`src/rtl/pgm_pin_cell_pkg.sv`:
```
// Shared definitions for the programmable pin cell.
// Assumes mode and enable-source codes are static configuration.
package pgm_pin_cell_pkg;

    typedef enum logic [2:0] {
        PM_IN_PLAIN  = 3'd0,
        PM_IN_SAMPLE = 3'd1,
        PM_IN_LATCH  = 3'd2,
        PM_OUT       = 3'd3,
        PM_BIDIR     = 3'd4
    } pin_mode_e;

    // True for the modes that may enable the pad driver.
    function automatic logic mode_drives(input logic [2:0] m);
        return (m == PM_OUT) || (m == PM_BIDIR);
    endfunction

endpackage

```
`src/rtl/pcell_oe_mux.sv`:
```
// Enable source selector: builds the candidate list (global enables,
// block enables, then constant one) and picks one by code.
// Assumes the code width covers every candidate; codes past the
// last block enable select the constant one.
module pcell_oe_mux #(
    parameter int N_GLB = 2,
    parameter int N_BLK = 5,
    parameter int SEL_W = 3
) (
    input  logic [SEL_W-1:0] sel,
    input  logic [N_GLB-1:0] glb_oe,
    input  logic [N_BLK-1:0] blk_oe,
    output logic             oe_pick
);
    localparam int N_SRC  = N_GLB + N_BLK + 1;
    localparam int N_CODE = 1 << SEL_W;

    logic [N_CODE-1:0] cand;

    // Candidate vector assembled slot by slot.
    for (genvar i = 0; i < N_CODE; i++) begin : g_cand
        if (i < N_GLB) begin : g_glb
            assign cand[i] = glb_oe[i];
        end else if (i < N_GLB + N_BLK) begin : g_blk
            assign cand[i] = blk_oe[i-N_GLB];
        end else begin : g_one
            assign cand[i] = 1'b1;
        end
    end

    // Select the addressed candidate.
    always_comb begin
        oe_pick = cand[sel];
    end

    initial begin
        if (N_CODE < N_SRC) $error("pcell_oe_mux: SEL_W too small");
    end
endmodule

```
`src/rtl/pcell_capture.sv`:
```
// Input capture stage: one flop shared by the sampled and latched
// input modes, qualified by one of the I/O clock strobes.
// Assumes strobes are synchronous to clk; reset is synchronous, active low.
module pcell_capture #(
    parameter int N_IOCLK = 2,
    parameter int CSEL_W  = 1
) (
    input  logic               clk,
    input  logic               rst_n,
    input  logic [CSEL_W-1:0]  clk_src,
    input  logic [N_IOCLK-1:0] ioclk_tick,
    input  logic               pad_in,
    output logic               cap_q,
    output logic               latch_q
);
    logic sel_tick;

    // Pick the qualifying strobe.
    always_comb begin
        sel_tick = ioclk_tick[clk_src];
    end

    // Capture the pad on qualified edges, clear on reset.
    always_ff @(posedge clk) begin
        if (!rst_n)        cap_q <= 1'b0;
        else if (sel_tick) cap_q <= pad_in;
    end

    // Latch view: transparent during the strobe, held otherwise.
    always_comb begin
        latch_q = sel_tick ? pad_in : cap_q;
    end


    sample_take_chk: assert property (@(posedge clk) disable iff (!rst_n)
        sel_tick |=> (cap_q == $past(pad_in)));

    latch_hold_chk: assert property (@(posedge clk) disable iff (!rst_n)
        !sel_tick |=> $stable(cap_q));

    reset_clear_chk: assert property (@(posedge clk)
        !rst_n |=> (cap_q == 1'b0));
endmodule

```
`src/rtl/pcell_drive.sv`:
```
// Pad driver control: decides pad value and driver enable from the
// mode, the chosen enable and the active-low test override.
// Assumes unlisted mode codes are input-only.
module pcell_drive (
    input  logic [2:0] mode,
    input  logic       oe_pick,
    input  logic       test_oe_n,
    input  logic       core_out,
    output logic       pad_out,
    output logic       pad_oe
);
    import pgm_pin_cell_pkg::*;

    logic mode_oe;

    // Mode-level enable before the test override.
    always_comb begin
        case (mode)
            PM_OUT:   mode_oe = 1'b1;
            PM_BIDIR: mode_oe = oe_pick;
            default:  mode_oe = 1'b0;
        endcase
    end

    // Driver outputs with the override applied last.
    always_comb begin
        pad_out = mode_drives(mode) ? core_out : 1'b0;
        pad_oe  = mode_oe & test_oe_n;
    end
endmodule

```
`src/rtl/pgm_pin_cell.sv`:
```
// Programmable pin cell top: wires the enable selector, capture stage
// and driver control, and steers the fabric-side input by mode.
// Assumes configuration inputs are static between resets.
module pgm_pin_cell #(
    parameter int N_GLB   = 2,
    parameter int N_BLK   = 5,
    parameter int N_IOCLK = 2,
    localparam int OSEL_W = $clog2(N_GLB + N_BLK + 1),
    localparam int CSEL_W = (N_IOCLK > 1) ? $clog2(N_IOCLK) : 1
) (
    input  logic               clk,
    input  logic               rst_n,
    input  logic [2:0]         cfg_mode,
    input  logic [OSEL_W-1:0]  cfg_oe_src,
    input  logic [CSEL_W-1:0]  cfg_clk_src,
    input  logic [N_IOCLK-1:0] ioclk_tick,
    input  logic [N_GLB-1:0]   glb_oe,
    input  logic [N_BLK-1:0]   blk_oe,
    input  logic               test_oe_n,
    input  logic               core_out,
    output logic               core_in,
    input  logic               pad_in,
    output logic               pad_out,
    output logic               pad_oe
);
    import pgm_pin_cell_pkg::*;

    logic oe_pick;
    logic cap_q;
    logic latch_q;

    pcell_oe_mux #(.N_GLB(N_GLB), .N_BLK(N_BLK), .SEL_W(OSEL_W)) oe_mux_i (
        .sel     (cfg_oe_src),
        .glb_oe  (glb_oe),
        .blk_oe  (blk_oe),
        .oe_pick (oe_pick)
    );

    pcell_capture #(.N_IOCLK(N_IOCLK), .CSEL_W(CSEL_W)) capture_i (
        .clk        (clk),
        .rst_n      (rst_n),
        .clk_src    (cfg_clk_src),
        .ioclk_tick (ioclk_tick),
        .pad_in     (pad_in),
        .cap_q      (cap_q),
        .latch_q    (latch_q)
    );

    pcell_drive drive_i (
        .mode      (cfg_mode),
        .oe_pick   (oe_pick),
        .test_oe_n (test_oe_n),
        .core_out  (core_out),
        .pad_out   (pad_out),
        .pad_oe    (pad_oe)
    );

    // Steer the fabric-side input according to the mode.
    always_comb begin
        case (cfg_mode)
            PM_IN_SAMPLE: core_in = cap_q;
            PM_IN_LATCH:  core_in = latch_q;
            PM_OUT:       core_in = 1'b0;
            default:      core_in = pad_in;
        endcase
    end


    test_off_chk: assert property (@(posedge clk) disable iff (!rst_n)
        !test_oe_n |-> !pad_oe);

    input_quiet_chk: assert property (@(posedge clk) disable iff (!rst_n)
        (cfg_mode == PM_IN_PLAIN || cfg_mode == PM_IN_SAMPLE ||
         cfg_mode == PM_IN_LATCH) |-> !pad_oe);

    out_drive_chk: assert property (@(posedge clk) disable iff (!rst_n)
        (cfg_mode == PM_OUT && test_oe_n) |-> pad_oe);

    bidir_loop_chk: assert property (@(posedge clk) disable iff (!rst_n)
        (cfg_mode == PM_BIDIR) |-> (core_in == pad_in));
endmodule

```
`config.mk`:
```
export PLATFORM = sky130hd
export DESIGN_NAME = pgm_pin_cell
export DESIGN_NICKNAME = d
export VERILOG_FILES = /design/src/rtl/pgm_pin_cell_pkg.sv /design/src/rtl/pcell_oe_mux.sv /design/src/rtl/pcell_capture.sv /design/src/rtl/pcell_drive.sv /design/src/rtl/pgm_pin_cell.sv
export SDC_FILE = /design/constraint.sdc
export NUM_CORES = 1
export LEC_CHECK = 0
export BUFFER_PORTS_ARGS = -buffer_cell sky130_fd_sc_hd__buf_2
export CORE_AREA = 2 2 39 41
export DETAILED_ROUTE_END_ITERATION = 12
export DIE_AREA = 0 0 41 43
export GPL_TIMING_DRIVEN = 0
export PLACE_DENSITY = 0.45
export SLEW_MARGIN = 20
export SYNTH_ARGS = -nofsm -noshare
export SYNTH_HDL_FRONTEND = slang
export SYNTH_SLANG_ARGS = --single-unit
```
`constraint.sdc`:
```
create_clock -name clk -period 1.02 [get_ports clk]
set_input_delay 0.051 -clock clk [delete_from_list [all_inputs] [get_ports clk]]
set_output_delay 0.051 -clock clk [all_outputs]
set_load 0.01 [all_outputs]
```
# After elaboration in Yosys (flattened, before gate mapping)

Index checks and enable logic that the tools add are counted.

Logic and storage cells: 17
Output and inout bits: 3
Flip-flop bits (word level): 1

Equal/unequal tests: 4
Bitwise logic cells: 1
Multiplexer cells: 8
Reductions and logical operators: 1
$lt $le $gt $ge: 2

Operators with widths:

| kind                                                                  | count |
|---|---|
| 3-bit by 2-bit equality test with 1-bit output, second input constant | 2 |
| 1-bit two-way mux                                                     | 5 |
| 3-bit by 4-bit < comparator with 1-bit output, second input constant  | 1 |
| 1-bit binary-select mux with 3-bit select                             | 1 |
| 3-bit by 1-bit equality test with 1-bit output, second input constant | 1 |
| 3-bit equality test, second input constant                            | 1 |
| 1-bit one-hot mux with 3 select lines                                 | 1 |
| 1-bit by 2-bit < comparator with 1-bit output, second input constant  | 1 |
| 1-bit one-hot mux with 2 select lines                                 | 1 |
| 1-bit AND                                                             | 1 |
| 1-bit logical OR                                                      | 1 |

# Longest topological paths before layout

Gate-level depths: netlist of run 1.

Word-level depth: 4
Mapped depth: 3

# Cells and area by module

From an unflattened synthesis of run 1, not the netlist that was laid out.

Cells, all modules: 23
Area, all modules: 190.2 µm²

By module, submodules not included:

| module        | area an instance (µm²) | times used | cells each |
|---|---|---|---|
| pcell_capture | 58.8                   | 1          | 6 |
| pcell_oe_mux  | 57.6                   | 1          | 5 |
| pcell_drive   | 37.5                   | 1          | 6 |
| pgm_pin_cell  | 36.3                   | 1          | 6 |

# Least setup slack after synthesis of run 1

Ideal clock, no wire load.

Path kind: input port to output port
From: in cfg_oe_src[0]
To: out pad_oe
Data required time: 969 ps
Arrival: 782 ps
Path buffers: 0
Setup slack: 187 ps
Cell stages on the path: 3
Cell sequence: mux4_2 -> a21oi_1 -> a211oi_1

Longest elaborated chain between the ends: 4

Ends and longest elaborated chain:

| element                                   | RTL line           | source |
|---|---|---|
| start, declared                           | pgm_pin_cell.sv:14 | `input logic [OSEL_W-1:0] cfg_oe_src,` |
| 1-bit binary-select mux with 3-bit select | pcell_oe_mux.sv:33 | `oe_pick = cand[sel];` |
| 1-bit two-way mux (implied by the code)   | pcell_oe_mux.sv:33 |  |
| 1-bit one-hot mux with 2 select lines     | pcell_drive.sv:18  | `case (mode)` |
| 1-bit AND                                 | pcell_drive.sv:28  | `pad_oe = mode_oe & test_oe_n;` |
| end, declared                             | pgm_pin_cell.sv:24 | `output logic pad_oe` |

No other way between the ends. The select of a mux whose other input is x is not followed.

# Final worst setup path of run 1

Same ends and word-level chain as after synthesis.

==> results of run 1 <==
==> cells by family (layout without fill, tap and decap cells) <==
| family | after synthesis | in the layout | share of synthesized area, % |
|---|---|---|---|
| and+or+nand+nor | 8 | 8 | 27.33 |
| AOI/OAI and AO/OA | 5 | 5 | 18.67 |
| muxes | 6 | 6 | 39.33 |
| DFF | 1 | 1 | 10.67 |
| buffers and inverters | 2 | 25 | 4.001 |
==> area by class of cell <==
| cell class | count | area, sq um | share of cell area (%) |
|---|---|---|---|
| sequential | 1 | 20.02 | 5.755 |
| multi-input combinational | 19 | 175.2 | 50.36 |
| tap | 16 | 20.02 | 5.755 |
| inverter | 2 | 7.507 | 2.158 |
| timing repair buffer | 23 | 125.1 | 35.97 |
==> routing by layer <==
layer,GRT usage (%),routed length [um],vias to the layer above
met5,0,0,-
met4,0,0,0
met3,0.5236,54,0
met2,12.19,349,10
met1,6.369,231,104
li1,-,-,130
==> repair_timing <==
| action | CTS | global route |
|---|---|---|
| endpoints found under the hold margin | 0 | 0 |
| resized for setup | 2 | 4 |
| setup endpoints to repair | 1 | 2 |
| pin swaps | 1 | 0 |
| setup buffers | 0 | 0 |
==> power by group through the flow <==
stage / combinational (mW) / clock, mW / sequential, mW
after floorplan: 0.0490 / 0 / 0.0437
after global placement: 0.104 / 0 / 0.0441
after detailed placement: 0.105 / 0 / 0.0444
after CTS: 0.110 / 0 / 0.0444
after global routing: 0.131 / 0 / 0.0450
final: 0.120 / 0 / 0.0445
==> cells in the final DEF (no fill, tap or decap) <==
cell type   n
a211oi_2    1
dfxtp_1     1
mux2i_2     1
inv_1       2
mux4_2      1
nand2_1     1
a21oi_1     1
mux2_2      1
mux2i_1     3
buf_8       1
buf_2      22
or2b_1      1
a21oi_2     1
nor2b_1     2
o221ai_1    2
nor2_1      1
nor2b_2     1
and3b_1     2
==> worst max path at each step <==
stage	to	start	slack [ns]
after floorplan	pad_oe	cfg_oe_src[0]	0.19
after global placement	pad_oe	cfg_oe_src[0]	-0.07
after detailed placement	pad_oe	cfg_oe_src[0]	-0.06
after CTS	pad_oe	cfg_oe_src[0]	0.002
after global routing	pad_oe	cfg_oe_src[0]	-0.08
final	pad_oe	cfg_oe_src[0]	-0.06
==> worst reg2reg max path, stage by stage, from the launching register on <==
cell and delay [ns]:
dfxtp_1 0.30, mux2i_1 0.14, nor2b_1 0.06
==> impl_results.md, run 1 <==
* Worst slack at placement at -0.05659 ns
* Post-synth top cells: 4 x mux2i_1, 3 x nor2b_1
* I/O Buffers at 23
* Overall Global Routing Usage at 6.006%
* Iteration-0 DRC Markers at 3
* Flop-to-flop setup slack at roughly 0.4 ns
* R2R cell count at 2
* Slew margin rel. at 82.15%
* Sequential share of the synthesized area at 10.67%
* Nets at 68
* Pins over their slew limit at 0
* DR pass1 iterations at 2
* Worst Path Class, Setup: input port to output pin
* Setup TNS at -0.06079 ns
* Gpl congestion at around 0.59
* Avg Cell Area, Syn at ~8.5 sq um
* Worst EP required at 0.97 ns
* Startpoint types: input port
* Largest reg by FF count: capture_i.cap_q
* Sw frac at a little under a third
* Syn_nets at 43
* Area growth from synthesis to layout at 85.33%
* Top-area cell type share of the netlist area at a little over a fifth
* CP endpoint kind: output pin
* Most frequent cell after synthesis: mux2i_1
* Initial antenna violation count at 0
* Final min period at 1.081 ns
* CP Depth at 5
* Worst path buffer plus inverter count at 2
* Post-route ant nets at 0
* Crit path max fanout at 3
* RSZ-0062 raised after global routing: yes
* Core ar. at 0.001384 sq mm
* Reg-to-reg endpoint: capture_i.cap_q$_SDFF_PN0_
* Drt total wl at around 640 um
* Worst hold start: rst_n
* Final setup fails at 1
* Combinational Power Share at 73.0%
* Die area at 0.001763 sq mm
* Non-Filler Instances at 61
* Flop and latch count out of synthesis at 1
* Grt ovf at 0
* Layout cells sized above 1 at 64.44%
* Ant diodes at 0
* Clock Skew at 0 ns
* Clock Latency Late Sink at 0 ns
* Tot Pwr at 0.1647 mW
* Vias at 244
* Die width at between 40 and 50 um
* EDFF count, synth at 0
* Switching power at about 0.052 mW
* Leak Pwr at 0.1830 nW
* Failing checks: setup timing
* Critical path data arrival time at 1.03 ns
* Max reg flops at 1
* Largest regs: capture_i.cap_q x1
* Hold Path End: capture_i.cap_q$_SDFF_PN0_
* Final Util at 25.14%
* Row cnt at 14
* Io pins at 24
* Wire per inst at roughly 10 um
* Synth Warn # at 0
* VDD IR max at 0.1973 mV
* Origin of the critical flop-to-flop path: capture_i.cap_q$_SDFF_PN0_
* Global-route wire length before repair at 800 um
* DRC viols at 0
* DR vias/cell at 4.000
* Pwr/cell area at ~470 mW/mm^2
* Clock transition at the registers of the reported paths at 0 ns
* Crit share post-route at 106.0%
* Mapped Cells at 22
* Final setup margin at -0.06079 ns
* P_int at 0.1131 mW
* Final hold vios at 0
* Worst slew pin tran at ~0.27 ns
* Asr flop ratio synth at 0%
* Initial Utilization at approximately 14%
* Max Cap Viol at 0
* Hold WC Path Type: input port to register
* Largest net degree at the start of global routing at 6
* Cell Chain, Critical Path: buf_8 -> mux4_2 -> a21oi_2 -> a211oi_2 -> buf_2
* Placed Area at 322.8 sq um
* Run status: complete, but fails checks
* Synth area leaders: mux2i_1 21%, mux4_2 12%, dfxtp_1 11%
* Number of fill cells in the layout at 165
* Critical Path Max Stage Delay at 0.49 ns
* Vias in the first global route at 227
* Cell taking the most area after synthesis: mux2i_1
* Post-Syn Area at 187.7 sq um
* Crit path max-delay cell type: mux4_2
* Worst hold slack at 0.2646 ns
* Final Cell Area at between 300 and 400 sq um
* Clock Power Share at 0%
* Die Height at 43 um
* Synth Flop Type: dfxtp_1
* Hold depth at 2
* Yosys cell types at 13
* # placed instances at 61
* Post-CTS Hold Buffers at 0
* Maximum clock rate at 0.9252 GHz
* Cell family with most CP delay: multiplexers
* Reg power frac at a little over a quarter
No activity file was read; power rests on OpenSTA's default activity.
==> inputs of run 2 (changes only) <==
--- a/config.mk
+++ b/config.mk
@@ -7,2 +7,3 @@
 export LEC_CHECK = 0
+export ABC_CLOCK_PERIOD_IN_PS = 1020
 export BUFFER_PORTS_ARGS = -buffer_cell sky130_fd_sc_hd__buf_2
==> constraint.sdc (replaced) <==
create_clock -name clk -period 1.02 [get_ports clk]
set_input_delay 0.204 -clock clk [delete_from_list [all_inputs] [get_ports clk]]
set_output_delay 0.204 -clock clk [all_outputs]
set_load 0.01 [all_outputs]
==> impl_results.md, run 2 (same netlist as run 1, synthesis figures left out) <==
* Run status: complete, but fails checks
* Failing checks: setup timing
* Clock Skew at 0 ns (unchanged)
* Area growth from synthesis to layout at 114.7%
* DR vias/cell at 4.016 (+0.40%)
* Overall Global Routing Usage at 5.812% (-0.19 points)
* Clock Power Share at 0% (unchanged)
* Gpl congestion at 0.5357 (-9.9%)
* DR pass1 iterations at 1 (-1)
* Reg power frac at 23.7% (-3.3 points)
* Iteration-0 DRC Markers at 0 (-3)
* Die width at 41 um (unchanged)
* Initial Utilization at 13.56% (unchanged)
* Leak Pwr at 0.2032 nW (+11%)
* Row cnt at 14 (unchanged)
* Maximum clock rate at 0.7426 GHz (-20%)
* Initial antenna violation count at 0 (unchanged)
* I/O Buffers at 23 (unchanged)
* Global-route wire length before repair at 772 um (-3.5%)
* Worst hold start: rst_n
* Max reg flops at 1 (unchanged)
* Worst Path Class, Setup: input port to output pin
* Vias at 253 (+3.7%)
* Number of fill cells in the layout at 155 (-6.1%)
* Largest regs: capture_i.cap_q x1
* Switching power at 0.05289 mW (+2.6%)
* R2R cell count at 2 (unchanged)
* Die area at 0.001763 sq mm (unchanged)
* Hpwl dp at 465 um
* Largest reg by FF count: capture_i.cap_q
* Slew margin rel. at 86.05% (+3.9 points)
* Grt ovf at 0 (unchanged)
* Sw frac at 28.36% (-3.0 points)
* Final setup fails at 3 (+2)
* Clock Latency Late Sink at 0 ns (unchanged)
* Core ar. at 0.001384 sq mm (unchanged)
* Ant diodes at 0 (unchanged)
* CP endpoint kind: output pin
* Io pins at 24 (unchanged)
* Worst setup path startpoint: cfg_oe_src[0]
* Max Cap Viol at 0 (unchanged)
* Die Height at 43 um (unchanged)
* Origin of the critical flop-to-flop path: capture_i.cap_q$_SDFF_PN0_
* Layout cells sized above 1 at 68.09% (+3.6 points)
* P_int at 0.1336 mW (+18%)
* Hold WC Path Type: input port to register
* Worst EP required at 0.82 ns (-0.15 ns)
* Final hold vios at 0 (unchanged)
* Critical path data arrival time at 1.14 ns (+0.11 ns)
* RSZ-0062 raised after global routing: yes
* Tot Pwr at 0.1865 mW (+13%)
* Final setup margin at -0.3267 ns (-0.2659 ns)
* Worst slew pin tran at 0.2092 ns (-0.05854 ns)
* Pwr/cell area at 462.9 mW/mm^2 (-2.2%)
* DRC viols at 0 (unchanged)
* Startpoint types: input port
* Non-Filler Instances at 63 (+3.3%)
* Final min period at 1.347 ns (+0.2659 ns)
* Crit share post-route at 132.0% (+26 points)
* Commonest cells after routing, fill and taps aside: 18 x buf_2, 5 x buf_6, 3 x mux2i_1, 3 x nor2b_1
* Final Util at 29.11% (+4.0 points)
* Wire per inst at 8.810 um (-15%)
* Vias in the first global route at 233 (+2.6%)
* Largest net degree at the start of global routing at 6 (unchanged)
* Clock transition at the registers of the reported paths at 0 ns (unchanged)
* Crit path max fanout at 2 (-1)
* Pins over their slew limit at 0 (unchanged)
* Post-CTS Hold Buffers at 0 (unchanged)
* # placed instances at 61 (unchanged)
* Combinational Power Share at 76.3% (+3.3 points)
* Hold depth at 2 (unchanged)
* Commonest non-fill, non-tap cell in the layout: buf_2
* Drt total wl at 555 um (-13%)
* VDD IR max at 0.1621 mV (-18%)
* Post-route ant nets at 0 (unchanged)
* Nets at 70 (+2.9%)
run 2: cell count changes in the layout (fill, tap and decap cells not counted), sizes merged:
cell and change:
buf +2
run 2: area by class of cell:
type	count	area [sq um]	share of cell area, %
inverters	2	7.507	1.863
multi-input cells	19	186.4	46.27
flip-flops and latches	1	20.02	4.969
well taps	16	20.02	4.969
repair buffers	25	168.9	41.93
run 2: final timing paths:
path	endpoint	slack (ns)
max	pad_oe	-0.33
min	capture_i.cap_q$_SDFF_PN0_	0.42
max reg2reg	capture_i.cap_q$_SDFF_PN0_	0.42
min reg2reg	capture_i.cap_q$_SDFF_PN0_	0.53
run 2: critical path, stage by stage:
cell	delay (ns)
buf_6	0.07
mux4_2	0.50
a21oi_2	0.14
a211oi_2	0.07
buf_2	0.14
run 2: timing repair:
item | CTS | global route
pin swaps | 4 | 2
cloned | 0 | 0
setup buffers | 2 | 0
gates resized for setup | 9 | 3
setup endpoints to repair | 3 | 4
run 2: power groups by stage:
| stage | logic [mW] | registers [mW] | clock network [mW] |
|---|---|---|---|
| 2_1_floorplan | 0.0556 | 0.0437 | 0 |
| 3_3_place_gp | 0.113 | 0.0442 | 0 |
| 3_5_place_dp | 0.114 | 0.0442 | 0 |
| 4_1_cts | 0.136 | 0.0442 | 0 |
| 5_1_grt | 0.157 | 0.0447 | 0 |
| 6_report | 0.142 | 0.0441 | 0 |
run 2: routing by layer:
metal	vias to the layer above	routed length [um]	global-route usage, %
met3	0	58	0
met4	0	0	0
met2	10	319	12.50
li1	134	-	-
met5	-	0	0
met1	109	177	5.751
run 2: metrics by stage:
stage | setup WS [ns] | TNS, ns | hold slack [ns] | cell area [sq um]
finish | -0.3267 | -0.5326 | 0.4221 | 402.9
global route | -0.3675 | -0.6822 | 0.4768 | 402.9
CTS | -0.3513 | -0.5878 | 0.4268 | 386.6
detailed placement | -0.3693 | -0.7439 | 0.4268 | 335.3
global placement | -0.3604 | -0.7518 | 0.4155 | 335.3
floorplan | -0.09138 | -0.09138 | 0.3322 | 200.2
==> inputs of run 3 (changes only) <==
- PLACE_DENSITY: 0.45 -> 0.4
==> impl_results.md, run 3 (same netlist as run 1, synthesis figures left out) <==
* Run status: complete, but fails checks
* Failing checks: setup timing
* Vias in the first global route at 275 (+18%)
* Worst slew pin tran at 0.2051 ns (-0.004120 ns)
* Maximum clock rate at 0.7563 GHz (+1.9%)
* Largest reg by FF count: capture_i.cap_q
* Layout cells sized above 1 at 68.75% (+0.66 points)
* Initial antenna violation count at 0 (unchanged)
* Placed Area at 335.3 sq um (unchanged)
* Slew margin rel. at 86.33% (+0.27 points)
* Row cnt at 14 (unchanged)
* Global-route wire length before repair at 972 um (+26%)
* Clock Skew at 0 ns (unchanged)
* Wire per inst at 8.484 um (-3.7%)
* Crit share post-route at 129.6% (-2.4 points)
* Grt ovf at 0 (unchanged)
* Area growth from synthesis to layout at 126.0%
* Final Cell Area at 424.2 sq um (+5.3%)
* DRC viols at 0 (unchanged)
* Pins over their slew limit at 0 (unchanged)
* Worst Path Class, Setup: input port to output pin
* Hpwl dp at 469 um (+0.86%)
* Max Cap Viol at 0 (unchanged)
* Leak Pwr at 0.2129 nW (+4.8%)
* Worst hold slack at 0.4316 ns (+0.009523 ns)
* Final min period at 1.322 ns (-0.02448 ns)
* Clock Latency Late Sink at 0 ns (unchanged)
* Core ar. at 0.001384 sq mm (unchanged)
* Max reg flops at 1 (unchanged)
* DR vias/cell at 3.953 (-1.6%)
* Hold WC Path Type: input port to register
* Die area at 0.001763 sq mm (unchanged)
* Commonest non-fill, non-tap cell in the layout: buf_2
* # placed instances at 61 (unchanged)
* Largest net degree at the start of global routing at 6 (unchanged)
* Worst EP required at 0.82 ns (about the same)
* Largest regs: capture_i.cap_q x1
* Non-Filler Instances at 64 (+1.6%)
* Tot Pwr at 0.1936 mW (+3.8%)
* Overall Global Routing Usage at 7.222% (+1.4 points)
* CP endpoint kind: output pin
* Clock transition at the registers of the reported paths at 0 ns (unchanged)
* Number of fill cells in the layout at 144 (-7.1%)
* Iteration-0 DRC Markers at 3 (+3)
* Drt total wl at 543 um (-2.2%)
* Startpoint types: input port
* Final setup margin at -0.3022 ns (+0.02448 ns)
* Pwr/cell area at 456.5 mW/mm^2 (-1.4%)
* Commonest cells after routing, fill and taps aside: 17 x buf_2, 4 x buf_6, 3 x mux2i_1, 3 x nor2b_1, 3 x buf_8
* I/O Buffers at 23 (unchanged)
* Crit path max fanout at 2 (unchanged)
* RSZ-0062 raised after global routing: yes
* Final hold vios at 0 (unchanged)
* Gpl congestion at 0.6792 (+27%)
* Die Height at 43 um (unchanged)
* Ant diodes at 0 (unchanged)
* DR pass1 iterations at 2 (+1)
* Die width at 41 um (unchanged)
* Final setup fails at 3 (unchanged)
* Critical path data arrival time at 1.12 ns (-0.02 ns)
* Vias at 253 (unchanged)
* Post-route ant nets at 0 (unchanged)
* Nets at 71 (+1.4%)
* VDD IR max at 0.2016 mV (+24%)
* Initial Utilization at 13.56% (unchanged)
* Io pins at 24 (unchanged)
==> run 3: changes by cell type in the layout (fill, tap and decap cells not counted) <==
cell	change
buf_4	+1
buf_8	+2
buf_6	-1
buf_2	-1
==> run 3: through the flow <==
stage,util (%),setup slack [ns],TNS [ns]
after floorplan,-,-0.09138,-0.09138
after global placement,24.23,-0.3744,-0.7650
after detailed placement,24.23,-0.3556,-0.7416
after CTS,28.84,-0.3325,-0.5691
after global routing,30.65,-0.3483,-0.6733
final,30.65,-0.3022,-0.5214
==> run 3: worst max-delay path, cell delays in order <==
cell and delay [ns]:
buf_8 0.07, mux4_2 0.49, a21oi_2 0.14, a211oi_2 0.07
buf_2 0.14
==> run 3: cell type report <==
class                   instances  area (sq um)  area share, %
flip-flops and latches          1         20.02          4.720
multi-input cells              19         186.4          43.95
well taps                      16         20.02          4.720
repair buffers                 26         190.2          44.84
inverters                       2         7.507          1.770
==> run 3: timing repair <==
item	CTS	global route
cloned	0	0
gates resized for setup	11	4
setup endpoints to repair	3	4
hold buffers	0	0
setup buffers	2	1
pin swaps	4	3
==> run 3: worst paths after layout <==
kind	start	to	slack [ns]	depth (start not counted)
worst max-delay path	cfg_oe_src[0]	pad_oe	-0.30	5
worst min-delay path	rst_n	capture_i.cap_q$_SDFF_PN0_	0.43	2
worst max register to register	capture_i.cap_q$_SDFF_PN0_	capture_i.cap_q$_SDFF_PN0_	0.43	2
worst min register to register	capture_i.cap_q$_SDFF_PN0_	capture_i.cap_q$_SDFF_PN0_	0.53	2
==> run 3: where the power goes <==
part / switching, mW / internal, mW
Sequential: 0.00140 / 0.0427
Clock: 0 / 0
Combinational: 0.0510 / 0.0985
Total: 0.0524 / 0.141
==> run 3: layer usage <==
metal / part of all wire, % / routed length (um) / track usage, % / vias to the layer above
li1: - / - / - / 137
met1: 36 / 193 / 8.013 / 115
met2: 63 / 342 / 14.69 / 1
met3: 1.1 / 6 / 0 / 0
met4: 0 / 0 / 0 / 0
met5: 0 / 0 / 0 / -
